<file path="src/rtl/uart_rx_status.sv">
module uart_rx_status #(
  parameter int DATA_W = 8,
  parameter int DEPTH  = 16
) (
  input  logic              clk,
  input  logic              rst_n,
  input  logic              fifo_en,
  input  logic              multidrop,
  input  logic              char_valid,
  input  logic [DATA_W-1:0] char_data,
  input  logic              char_par_err,
  input  logic              char_par_bit,
  input  logic              char_stop,
  input  logic              rbr_rd,
  input  logic              lsr_rd,
  output logic [DATA_W-1:0] rbr_data,
  output logic [3:0]        lsr
);
  localparam int PW = $clog2(DEPTH);
  localparam int CW = $clog2(DEPTH + 1);
  localparam int EW = DATA_W + 2;

  logic [EW-1:0] mem [DEPTH];
  logic [PW-1:0] rd_ptr, wr_ptr;
  logic [CW-1:0] count;
  logic          ovr_q;

  wire empty     = (count == '0);
  wire full      = (count == CW'(DEPTH));
  wire pop       = rbr_rd && !empty;
  wire par_flag  = multidrop ? char_par_bit : char_par_err;
  wire [EW-1:0] new_ent = {~char_stop, par_flag, char_data};
  wire push_fifo = char_valid && fifo_en && !full;
  wire load_hold = char_valid && !fifo_en;
  wire lost      = char_valid && (fifo_en ? full : (!empty && !pop));
  wire [EW-1:0] head = mem[rd_ptr];

  assign rbr_data = head[DATA_W-1:0];
  assign lsr = {!empty && head[EW-1], !empty && head[EW-2], ovr_q, !empty};

  always_ff @(posedge clk) begin
    if (!rst_n) begin
      for (int i = 0; i < DEPTH; i++) mem[i] <= '0;
      rd_ptr <= '0;
      wr_ptr <= '0;
      count  <= '0;
      ovr_q  <= 1'b0;
    end else begin
      if (lsr_rd) mem[rd_ptr][EW-1 -: 2] <= 2'b00;
      if (fifo_en) begin
        if (push_fifo) begin
          mem[wr_ptr] <= new_ent;
          wr_ptr      <= wr_ptr + 1'b1;
        end
        if (pop) rd_ptr <= rd_ptr + 1'b1;
        count <= count + CW'(push_fifo) - CW'(pop);
      end else begin
        if (load_hold) mem[rd_ptr] <= new_ent;
        if (load_hold)  count <= CW'(1);
        else if (pop)   count <= '0;
      end
      if (lost)        ovr_q <= 1'b1;
      else if (rbr_rd) ovr_q <= 1'b0;
    end
  end
endmodule


</file>
<file path="config.mk">
export PLATFORM = sky130hd
export DESIGN_NAME = uart_rx_status
export DESIGN_NICKNAME = d
export VERILOG_FILES = /design/src/rtl/uart_rx_status.sv
export SDC_FILE = /design/constraint.sdc
export NUM_CORES = 1
export LEC_CHECK = 0
export ABC_AREA = 1
export BUFFER_PORTS_ARGS = -buffer_cell sky130_fd_sc_hd__buf_4
export CAP_MARGIN = 5
export CORE_MARGIN = 2
export CORE_UTILIZATION = 30
export CTS_CLUSTER_SIZE = 8
export DETAILED_ROUTE_END_ITERATION = 7
export GPL_ROUTABILITY_DRIVEN = 0
export PLACE_DENSITY = 0.4
export RECOVER_POWER = 50
export SLEW_MARGIN = 20
export SYNTH_ARGS = -nofsm -noshare
export SYNTH_HDL_FRONTEND = slang
export SYNTH_SLANG_ARGS = --single-unit
export TNS_END_PERCENT = 10
</file>
<file path="constraint.sdc">
create_clock -name clk -period 3.37 [get_ports clk]
set_input_delay 0.337 -clock clk [delete_from_list [all_inputs] [get_ports clk]]
set_output_delay 0.337 -clock clk [all_outputs]
set_load 0.1 [all_outputs]
</file>
; ---- After elaboration in Yosys (flattened, before gate mapping)
; Memories as Yosys holds them, arrays and structs flattened. A register that Yosys moved wholly into a read port is not among the register bits.
; Index checks and enable logic that the tools add are counted.
[totals]
memories = 1
latchBits = 0
romBits = 0
register_bits = 14
out_inout_bits = 12
ramBits = 160
wordCells = 59
[memory_table]
columns = name, depth, width, read_ports, rd_ports_with_merged_regs, write_ports, line
row1 = mem, 16, 10, 1, 1, 16, 23  ; logic [EW-1:0] mem [DEPTH];
[op_classes]
n_reduce_logical = 19
n_shift = 0
eq_ne = 1
order_cmp = 0
n_mul = 0
muxes = 28
n_div = 0
addsub = 4
n_bitwise = 2
[op_table]
columns = op, n
row1 = 10-bit 2-to-1 mux, 2
row2 = 10-bit OR reduction, 2
row3 = 1-bit 2-to-1 mux, 17
row4 = 4-bit 2-to-1 mux, 4
row5 = 5-bit 2-to-1 mux, 3
row6 = "4-bit by 1-bit adder with 4-bit output, second input constant", 2
row7 = 1-bit logical AND, 8
row8 = 5-bit by 1-bit adder with 5-bit output, 1
row9 = "5-bit == test, second input constant", 1
row10 = 5-bit logical NOT, 1
row11 = 5-bit by 1-bit subtractor with 5-bit output, 1
row12 = 1-bit logical NOT, 4
row13 = 2-bit 2-to-1 mux, 2
row14 = 2-bit AND reduction, 2
row15 = 3-bit nonzero test, 1
row16 = 2-bit nonzero test, 1
row17 = 1-bit inverter, 1
row18 = 1-bit OR, 1

; ---- Longest topological paths before layout
; Gate-level depths: netlist (run 1).
[logic_depth]
word_depth = 9
mapped_depth = 16
depth_no_buf = 16

; ---- Least setup slack after synthesis (run 1)
; Ideal clock, no wire load.
[synth_path]
kind = flip-flop to flip-flop
from = register count[3]
to = register count[1]
arrival_ps = 3382
synth_period_minus_slack_ps = 3452
stages_incl_launch_ff = 13
t_required_ps = 3300
setup_time_ps = 70
path_buffers = 0
path_slack_ps = -82
path_cell_list = dfxtp_1 inv_1 ha_1 nand4_1 nand2_1 nor2_1 inv_1 nand2_1 ha_1 inv_1 fa_1 or2_2 a21oi_1
[synth_rtl]
columns = element, line
row1 = from (decl), 25  ; logic [CW-1:0] count;
row2 = from (signal assigned), 56  ; count <= count + CW'(push_fifo) - CW'(pop);
row3 = 5-bit logical NOT *, 28  ; wire empty = (count == '0);
row4 = 1-bit logical NOT *, -
row5 = via lsr[0], 17  ; output logic [3:0] lsr
row6 = 1-bit logical AND *, 30  ; wire pop = rbr_rd && !empty;
row7 = 5-bit by 1-bit subtractor with 5-bit output, 56
row8 = 5-bit 2-to-1 mux, 50  ; if (fifo_en) begin
; Mark *: on every way through the listed nets, which the timed path passes. The rest lies on a longest branch.
; A chain may end at the register's enable or synchronous reset.

==> results of run 1 <==
worst register-to-register path: stages (launching register included):
cell	delay [ns]
dfxtp_1	0.34
inv_1	0.08
ha_1	0.17
nand4_1	0.17
nand2_4	0.24
inv_4	0.08
nand2_1	0.40
nor2_2	0.05
nor2_1	0.16
clkbuf_1	0.60
nor2_1	0.09
cell type report:
type,instances,area (um2)
Fill cell,3079,19500
Inverter,65,246
Multi-Input combinational cell,627,3050
Tap cell,390,488
Clock buffer,18,429
Sequential cell,178,5170
Timing Repair Buffer,55,402
Clock inverter,14,141
synth_stat cells, drive strengths merged:
library cell    n  area [um2]
nor3b           2        15.0
dfxtp          18         360
o31ai           1        7.51
clkinv          2        7.51
nand3b          1        7.51
mux2i           1        10.0
buf            40         273
ha             13         163
nand2         117         459
o211ai         40         300
xnor2           2        17.5
nor3            2        10.0
nand4           7        50.1
nand3          60         300
nor2          228         906
edfxtp        160        4800
or2             2        12.5
clkbuf         33         124
a31oi           1        6.26
o221ai         10        87.6
inv            63         239
fa              1        20.0
o21bai          1        7.51
a21oi          73         365
xor2            1        8.76
o21ai          64         324
metrics by stage:
step                cell area (um2)  utilization  worst slack, ns  hold slack (ns)
floorplan                      8890            -          -0.0798            0.478
global placement               9420        0.320            0.834            0.516
detailed placement             9420        0.320            0.795            0.517
CTS                            9990        0.340            0.521            0.186
global route                   9920        0.337            0.337            0.181
finish                         9920        0.337            0.505            0.193
cell families (layout without fill, tap and decap cells):
family | count (synthesis) | in the layout | share of synthesized area
adder cells (fa/ha/maj) | 14 | 14 | 0.0206
XOR/XNOR | 3 | 3 | 0.00296
flip-flops | 178 | 178 | 0.581
AO/OA/AOI/OAI | 190 | 190 | 0.124
AND/OR/NAND/NOR | 419 | 419 | 0.198
buffers and inverters | 138 | 152 | 0.0724
multiplexers | 1 | 1 | 0.00113
state kept, by name, summed over array words and instances, names as in the netlist, named ones only:
register	flops
wr_ptr	4
count	5
ovr_q	1
rd_ptr	4
mem	160
layout by cell type, fill, tap and decap left out, drive strengths merged:
| cell type | instances |
|---|---|
| nor2 | 228 |
| edfxtp | 160 |
| nand2 | 117 |
| a21oi | 73 |
| inv | 71 |
| o21ai | 64 |
| nand3 | 60 |
| buf | 45 |
| o211ai | 40 |
| clkbuf | 28 |
| dfxtp | 18 |
| ha | 13 |
| o221ai | 10 |
| nand4 | 7 |
| clkinv | 5 |
| clkinvlp | 3 |
| nor3 | 2 |
| nor3b | 2 |
| xnor2 | 2 |
| or2 | 2 |
| mux2i | 1 |
| o31ai | 1 |
| a31oi | 1 |
| o21bai | 1 |
| xor2 | 1 |
| nand3b | 1 |
| fa | 1 |
metal layers:
metal / GRT usage / share of wire / up-vias
li1: - / - / 3218
met1: 0.257 / 0.48 / 3225
met2: 0.289 / 0.47 / 117
met3: 0.0278 / 0.034 / 17
met4: 0.0375 / 0.010 / 0
met5: 0 / 0 / -
path summary, 6_finish.rpt:
path,endpoint,startpoint,slack (ns)
max,rbr_data[4],flip-flop,0.51
min,ovr_q,rbr_rd,0.19
max reg2reg,mem[2][5],count[3],0.74
min reg2reg,count[2],count[2],0.53
report_power, final:
part	switching [mW]	leakage, nW	total, mW	internal, mW
Combinational	1.38	1.62	1.84	0.454
Sequential	0.0585	1.80	2.59	2.53
Clock	0.986	0.269	1.97	0.984
Total	2.43	3.70	6.40	3.97
==> metrics.txt, run 1 <==
outcome=completed; Slowest-stage cell, CP=inv_1; CTS tree=yes; crit path DAT=2.53 ns; IO buf count=29; R2R depth=10; CP Capture Type=primary output; Crit Path Max Fanout=14; endpoints failing setup=0; Slew Viols, Final=0; max_cap viols=0; Crit path required time=3.03 ns; peak supply drop=0.000500 V; hold buffers post-CTS=0; WP buf/inv=3; vias in the first global route=6508; layout cell share with drive strength beyond 1=0.106; routed wire length per instance=19.8 um; die area=31000 um2; 1st-iter DRT viols=635; CP startpoint kind=flip-flop; Top Ports=30; total core area=29400 um2; crit-path most repeated cell=buf_4; area delta synth->final=11.7%; Netlist cell types=36; via count=6577; CP Class=reg -> out; Skew-Pair Late Insertion Delay=0.44 ns; slew margin rel.=0.223; Die X=176 um; Synth Cell Area=8890 um2; Rows=63; post-CTS setup buffers=0; initial antenna violation count=0; CTS sink cnt=178; first-pass GRT wire length=41200 um; Die Span Y=176 um; PwrDens=645 nW/um2; largest net degree at the start of global routing=99; hpwl dp=17300 um; Total GRT Usage=0.180; worst-margin pin slew=1.17 ns; Final nets=976; Ys Warns=0; #FFs+latches synth=178; Pre-Repair DR Iteration Count=5; CTS Buf Count=17; post-cts resize count=0; crit-path cells=inv_1, buf_4, o21ai_0, o211ai_1, nand3_1, nand2_1, buf_4; register area share after synthesis=0.581; Worst Clk Skew=0.0151 ns; Clock Pin Slew Worst Setup and Hold Paths=0.08 ns; hold depth=4; fin crit period=2.86 ns; antenna fix cells=0; Non-Filler Instances=1347; grt total ovfl=0; Root Driver=clkbuf_16; Mean Syn Cell Area=9.42 um2; worst hold-check path type=in -> reg; Syn Nets=975; synthesized instance count=943; CP Depth=7; CP peak stage delay=0.51 ns; RSZ-0062 raised after global routing=no; drt total wl=26700 um; overall power=6.40 mW; via/cell ratio=4.88; # H-tree levels=4; Setup TNS=0 ns; final hold vios=0; Max Fclk=349 MHz; Largest delay share family, worst path=buffers and inverters; post-route ant nets=0; initial core utilization=0.302; Leak=3.70 nW; period utilisation layout=0.850; Remaining DRCs=0; deepest clock path buffer count=2; Cells after DPL=1315
Note: power is estimated with default switching activity, not from simulation.
==> run 2: changes to the inputs <==
Settings changed: ABC_AREA 1 to unset, CORE_MARGIN 2 to 8, CTS_CLUSTER_DIAMETER set to 150.
==> run 2 against run 1 <==
Compared with the run above:
- routed wire length is 13% lower
- critical path type is now reg -> reg
- maximum frequency decreased by 4.4%
- via count shrank 20%
- register-to-register slack got worse by 0.37 ns
- die area increased by 11%
- first-iteration DRC count decreased by 43%
- critical path depth up 6
- core utilization up 0.78 points
==> metrics.txt, run 2 <==
register with the most flip-flops=mem; post-CTS setup buffers=0 (unchanged); grt total ovfl=0 (unchanged); worst-margin pin slew=1.17 ns (-0.00517 ns); cell with the most instances after synthesis=edfxtp_1; routed wire length per instance=21.7 um (+9.5%); Hold Path Origin=char_valid; deepest clock path buffer count=2 (unchanged); FF-to-FF Start=count[3]; outcome=completed; Final Util=0.345 (+0.00784); antenna fix cells=0 (unchanged); peak supply drop=0.000426 V (-15%); Syn Nets=676 (-31%); Cells after DPL=1039 (-21%); Die X=186 um (+5.3%); fin crit period=3.00 ns (+0.131 ns); synth cell count leaders=edfxtp_1 (160), nor2b_1 (130), nand2_1 (55); Non-Filler Instances=1071 (-20%); Crit Path Max Fanout=8 (-6); area delta synth->final=14.1%; slew margin rel.=0.226 (+0.00343); CP Capture Type=flip-flop; endpoints failing setup=0 (unchanged); top post-synthesis cells by area=edfxtp_1 (56%), mux4_2 (10%), nor2b_1 (9.4%), dfxtp_1 (4.2%), nand2_1 (2.4%); crit path from=count[3]; hpwl dp=16100 um (-6.7%); register area share after synthesis=0.599 (+0.0180); Clock Pin Slew Worst Setup and Hold Paths=0.07 ns (about the same); most common cell after layout, fill and taps aside=edfxtp_1; RSZ-0062 raised after global routing=no; Mean Syn Cell Area=13.4 um2 (+42%); Worst Clk Skew=0.0132 ns (-0.00190 ns); slack of the critical path=0.374 ns (-0.131 ns); Ys Warns=0 (unchanged); Top Ports=30 (unchanged); Largest regs=mem: 160 flops, count: 5 flops; die area=34400 um2 (+11%); Leak=3.27 nW (-12%); max_cap viols=0 (unchanged); area leader, netlist=edfxtp_1; # H-tree levels=4 (unchanged); post-cts resize count=0 (unchanged); Post-synth ARST share=0 (unchanged); hold buffers post-CTS=0 (unchanged); Pre-Repair DR Iteration Count=5 (unchanged); Reg area=5170 um2 (about the same); Largest register FFs=160 (unchanged); worst hold-check path type=in -> reg; Remaining DRCs=0 (unchanged); EDFF count, synth=160 (unchanged); Die Span Y=186 um (+5.3%); first-pass GRT wire length=35100 um (-15%); pre-CTS WS=0.413 ns (-0.382 ns); IO buf count=29 (unchanged); via count=5280 (-20%); CTS tree=yes; CTS Buf Count=17 (unchanged); crit path DAT=3.37 ns (+0.84 ns); vias in the first global route=5510 (-15%); commonest non-fill, non-tap cells in the layout=edfxtp_1 (160), nor2b_1 (130), nand2_1 (55), nor2_1 (46), mux4_2 (40); total core area=28500 um2 (-3.2%); PwrDens=599 nW/um2 (-7.0%); Root Driver=clkbuf_16; period utilisation layout=0.889 (+0.0389); Setup TNS=0 ns (unchanged); initial antenna violation count=0 (unchanged); Final nets=706 (-28%); drt total wl=23200 um (-13%); largest net degree at the start of global routing=55 (-44%); Yosys top cell area share=0.557 (+0.0167); initial core utilization=0.303 (+0.000534); Total GRT Usage=0.141 (-0.0387); layout cell share with drive strength beyond 1=0.170 (+0.0648); Primary FF master, synth=edfxtp_1; multi-input logic area=3210 um2 (+5.5%); Crit path required time=3.75 ns (+0.72 ns); 1st-iter DRT viols=360 (-43%); fillers=2804 (-8.9%); CP startpoint kind=flip-flop; Slew Viols, Final=0 (unchanged); CP Class=reg -> reg; CTS sink cnt=178 (unchanged); Netlist cell types=41 (+14%); Skew-Pair Late Insertion Delay=0.43 ns (about the same); Synth Cell Area=8620 um2 (-3.0%); Max Fclk=334 MHz (-4.4%); #FFs+latches synth=178 (unchanged); post-route ant nets=0 (unchanged); synthesized instance count=644 (-32%); Rows=62 (-1.6%); final hold vios=0 (unchanged); via/cell ratio=4.93 (+0.97%)
[run 2: cell types whose count changed after synthesis, sizes merged, moves of 24 or more]
cell    change
o21ai      -56
nand3      -40
nor2      -182
mux4       +40
a21oi      -64
o211ai     -24
nor2b     +130
nand2      -61
inv        -50
[run 2: where the power goes]
group          internal (mW)  switching (mW)  total [mW]
clock                   1.04           0.922        1.97
sequential              2.52          0.0746        2.60
combinational          0.450           0.877        1.33
[run 2: routing by layer]
metal  global-route usage  up-vias  routed length [um]
li1                     -     2433                   -
met1                0.174     2717               10100
met2                0.249      113               12000
met3               0.0265       17                 890
met4               0.0368        0                 255
met5                    0        -                   0
[run 2: area by class of cell]
type,count,share of cell area
flip-flops and latches,178,0.526
multi-input cells,411,0.327
well taps,384,0.0489
clock buffers,18,0.0437
repair buffers,53,0.0349
clock inverters,14,0.0150
inverters,13,0.00496
[run 2: worst max-delay path, stage by stage (launching register included)]
cell,delay (ns)
dfxtp_1,0.33
inv_1,0.08
ha_1,0.17
or4b_2,0.72
nand2_1,0.13
or2_2,0.14
nand2_1,0.06
ha_1,0.20
inv_1,0.08
fa_1,0.20
nand2b_1,0.12
a21oi_1,0.10
or4_1,0.50
nand3_1,0.10
[run 2: cell families (layout without fill, tap and decap cells)]
| kind of cell | Yosys count | after routing | share of synthesized area |
|---|---|---|---|
| flops | 178 | 178 | 0.599 |
| buf+inv | 55 | 98 | 0.0253 |
| simple gates | 273 | 273 | 0.174 |
| xor+xnor | 8 | 8 | 0.00813 |
| mux | 46 | 46 | 0.112 |
| fa+ha+maj | 14 | 14 | 0.0212 |
| compound gates | 70 | 70 | 0.0608 |
[run 2: path summary, 6_finish.rpt]
path               to  slack [ns]  depth (start not counted)
max          count[4]        0.37                         13
min             ovr_q        0.23                          3
max reg2reg  count[4]        0.37                         13
min reg2reg  count[3]        0.50                          2
[run 2: metrics by stage]
step	total power, mW	instance area [um2]	hold WS (ns)
after floorplan	3.62	8620	0.453
after global placement	3.98	9350	0.469
after detailed placement	4.01	9350	0.501
after CTS	5.97	9930	0.207
after global routing	6.12	9830	0.225
final	5.89	9830	0.227
==> run 3: changes to the inputs <==
==> constraint.sdc (replaced) <==
create_clock -name clk -period 3.37 [get_ports clk]
set_input_delay 0.337 -clock clk [delete_from_list [all_inputs] [get_ports clk]]
set_output_delay 0.337 -clock clk [all_outputs]
set_load 0.005 [all_outputs]
==> run 3 against run 2 <==
Compared with the run above:
- clock skew increased by 0.00082 ns
- register-to-register slack improved by 0.02 ns
- core utilization increased by 0.16 points
- sequential share of layout area decreased by 0.24 points
- critical path type unchanged
==> metrics.txt, run 3 (same netlist as run 2, synthesis figures left out) <==
largest net degree at the start of global routing=55 (unchanged); CP Class=reg -> reg; Die X=186 um (unchanged); via count=5361 (+1.5%); Top Ports=30 (unchanged); Rows=62 (unchanged); Total GRT Usage=0.143 (+0.00215); vias in the first global route=5647 (+2.5%); fillers=2802 (-0.071%); CP Capture Type=flip-flop; met2 Usage GRT=0.249 (about the same); Die Span Y=186 um (unchanged); CP peak stage delay=0.73 ns (about the same); deepest clock path buffer count=2 (unchanged); Final Util=0.347 (+0.00158); period utilisation layout=0.882 (-0.00719); Pre-Repair DR Iteration Count=5 (unchanged); register with the most flip-flops=mem; hold buffers post-CTS=0 (unchanged); Skew-Pair Late Insertion Delay=0.43 ns (about the same); die area=34400 um2 (unchanged); Setup TNS=0 ns (unchanged); first-pass GRT wire length=35800 um (+2.0%); Largest register FFs=160 (unchanged); Worst Clk Skew=0.0141 ns (+0.000819 ns); FF-to-FF Start=count[3]; crit path from=count[3]; Root Driver=clkbuf_16; worst hold-check path type=in -> reg; final cell area excluding filler cells=9880 um2 (+0.46%); Crit path required time=3.74 ns (about the same); CTS Buf Count=17 (unchanged); CTS tree=yes; commonest non-fill, non-tap cells in the layout=edfxtp_1 (160), nor2b_1 (130), nand2_1 (55), nor2_1 (46), mux4_2 (40); dpl cell area=9340 um2 (about the same); gr busiest metal=met2; CP Depth=13 (unchanged); outcome=completed; 1st-iter DRT viols=374 (+3.9%); # H-tree levels=4 (unchanged); Final nets=705 (-0.14%); grt total ovfl=0 (unchanged); drt total wl=23600 um (+1.5%); Slew Viols, Final=0 (unchanged); post-route ant nets=0 (unchanged); Crit Path Max Fanout=8 (unchanged); endpoints failing setup=0 (unchanged); post-cts resize count=0 (unchanged); Largest regs=mem: 160 flops, count: 5 flops; met3 Usage GRT=0.0301 (+0.00351); most common cell after layout, fill and taps aside=edfxtp_1; layout cell share with drive strength beyond 1=0.172 (+0.00171); Max Fclk=337 MHz (+0.82%); IO buf count=29 (unchanged); hpwl dp=16100 um (-0.21%); CTS sink cnt=178 (unchanged); Remaining DRCs=0 (unchanged); CP startpoint kind=flip-flop; via/cell ratio=5.01 (+1.6%); crit-path cells=inv_1, ha_1, or4b_2, nand2_1, or2_2, nand2_1, ha_1, inv_1, fa_1, nand2b_1, a21oi_1, or4_1, nand3_1; met1 Use GR=0.178 (+0.00439); r2r setup slk=0.40 ns (+0.02 ns); initial antenna violation count=0 (unchanged); max_cap viols=0 (unchanged); CP Capture Point=count[4]; routed wire length per instance=22.0 um (+1.6%); Clock Pin Slew Worst Setup and Hold Paths=0.07 ns (about the same); Leak=3.30 nW (+0.84%); R2R depth=13 (unchanged); post-CTS setup buffers=0 (unchanged); Largest delay share family, worst path=simple AND/OR/NAND/NOR gates; fin crit period=2.97 ns (-0.0242 ns); slew margin rel.=0.373 (+0.147); antenna fix cells=0 (unchanged); worst-margin pin slew=0.933 ns (-0.233 ns); total core area=28500 um2 (unchanged); WP buf/inv=2 (unchanged); RSZ-0062 raised after global routing=no; area delta synth->final=14.6%; PwrDens=581 nW/um2 (-3.1%); Slowest-stage cell, CP=or4b_2; crit path DAT=3.34 ns (-0.03 ns); final hold vios=0 (unchanged); initial core utilization=0.303 (unchanged); peak supply drop=0.000339 V (-20%); FF-to-FF End=count[4]
## run 3: through the flow
stage,std cells,total power [mW],hold slack [ns],worst slack [ns]
6_report,1070,5.73,0.220,0.398
5_1_grt,1070,5.98,0.206,0.158
4_1_cts,1070,5.83,0.196,0.402
3_5_place_dp,1038,3.67,0.491,0.426
3_3_place_gp,1038,3.64,0.470,0.567
2_1_floorplan,644,3.28,0.453,0.653
## run 3: cell type report
cell class	instances	area, um2	share of cell area
Timing Repair Buffer	52	343	0.0347
Multi-Input combinational cell	411	3210	0.325
Tap cell	384	480	0.0487
Clock inverter	13	198	0.0200
Clock buffer	19	433	0.0438
Sequential cell	178	5170	0.523
Inverter	13	48.8	0.00494
## run 3: report_power, final
part	internal, mW	total (mW)	switching, mW
logic	0.444	0.975	0.531
registers	2.53	2.60	0.0768
clock network	1.26	2.16	0.897
## run 3: how the worst min path moves through the flow
stage | startpoint | end | depth (start not counted)
after floorplan | count[2] | count[2] | 2
final | char_valid | ovr_q | 3
after global routing | char_valid | ovr_q | 3
after detailed placement | count[3] | count[3] | 2
after CTS | char_valid | ovr_q | 3
after global placement | count[2] | count[2] | 2
## run 3: layer usage
layer,wire [um],vias up
li1,-,2440
met1,10200,2774
met2,12100,125
met3,942,22
met4,297,0
met5,0,-
## run 3: tightest hold or removal path: cells and delay by family
kind,cells,cell delay [ns]
compound gates,1,0.06
buf+inv,1,0.15
simple gates,1,0.06
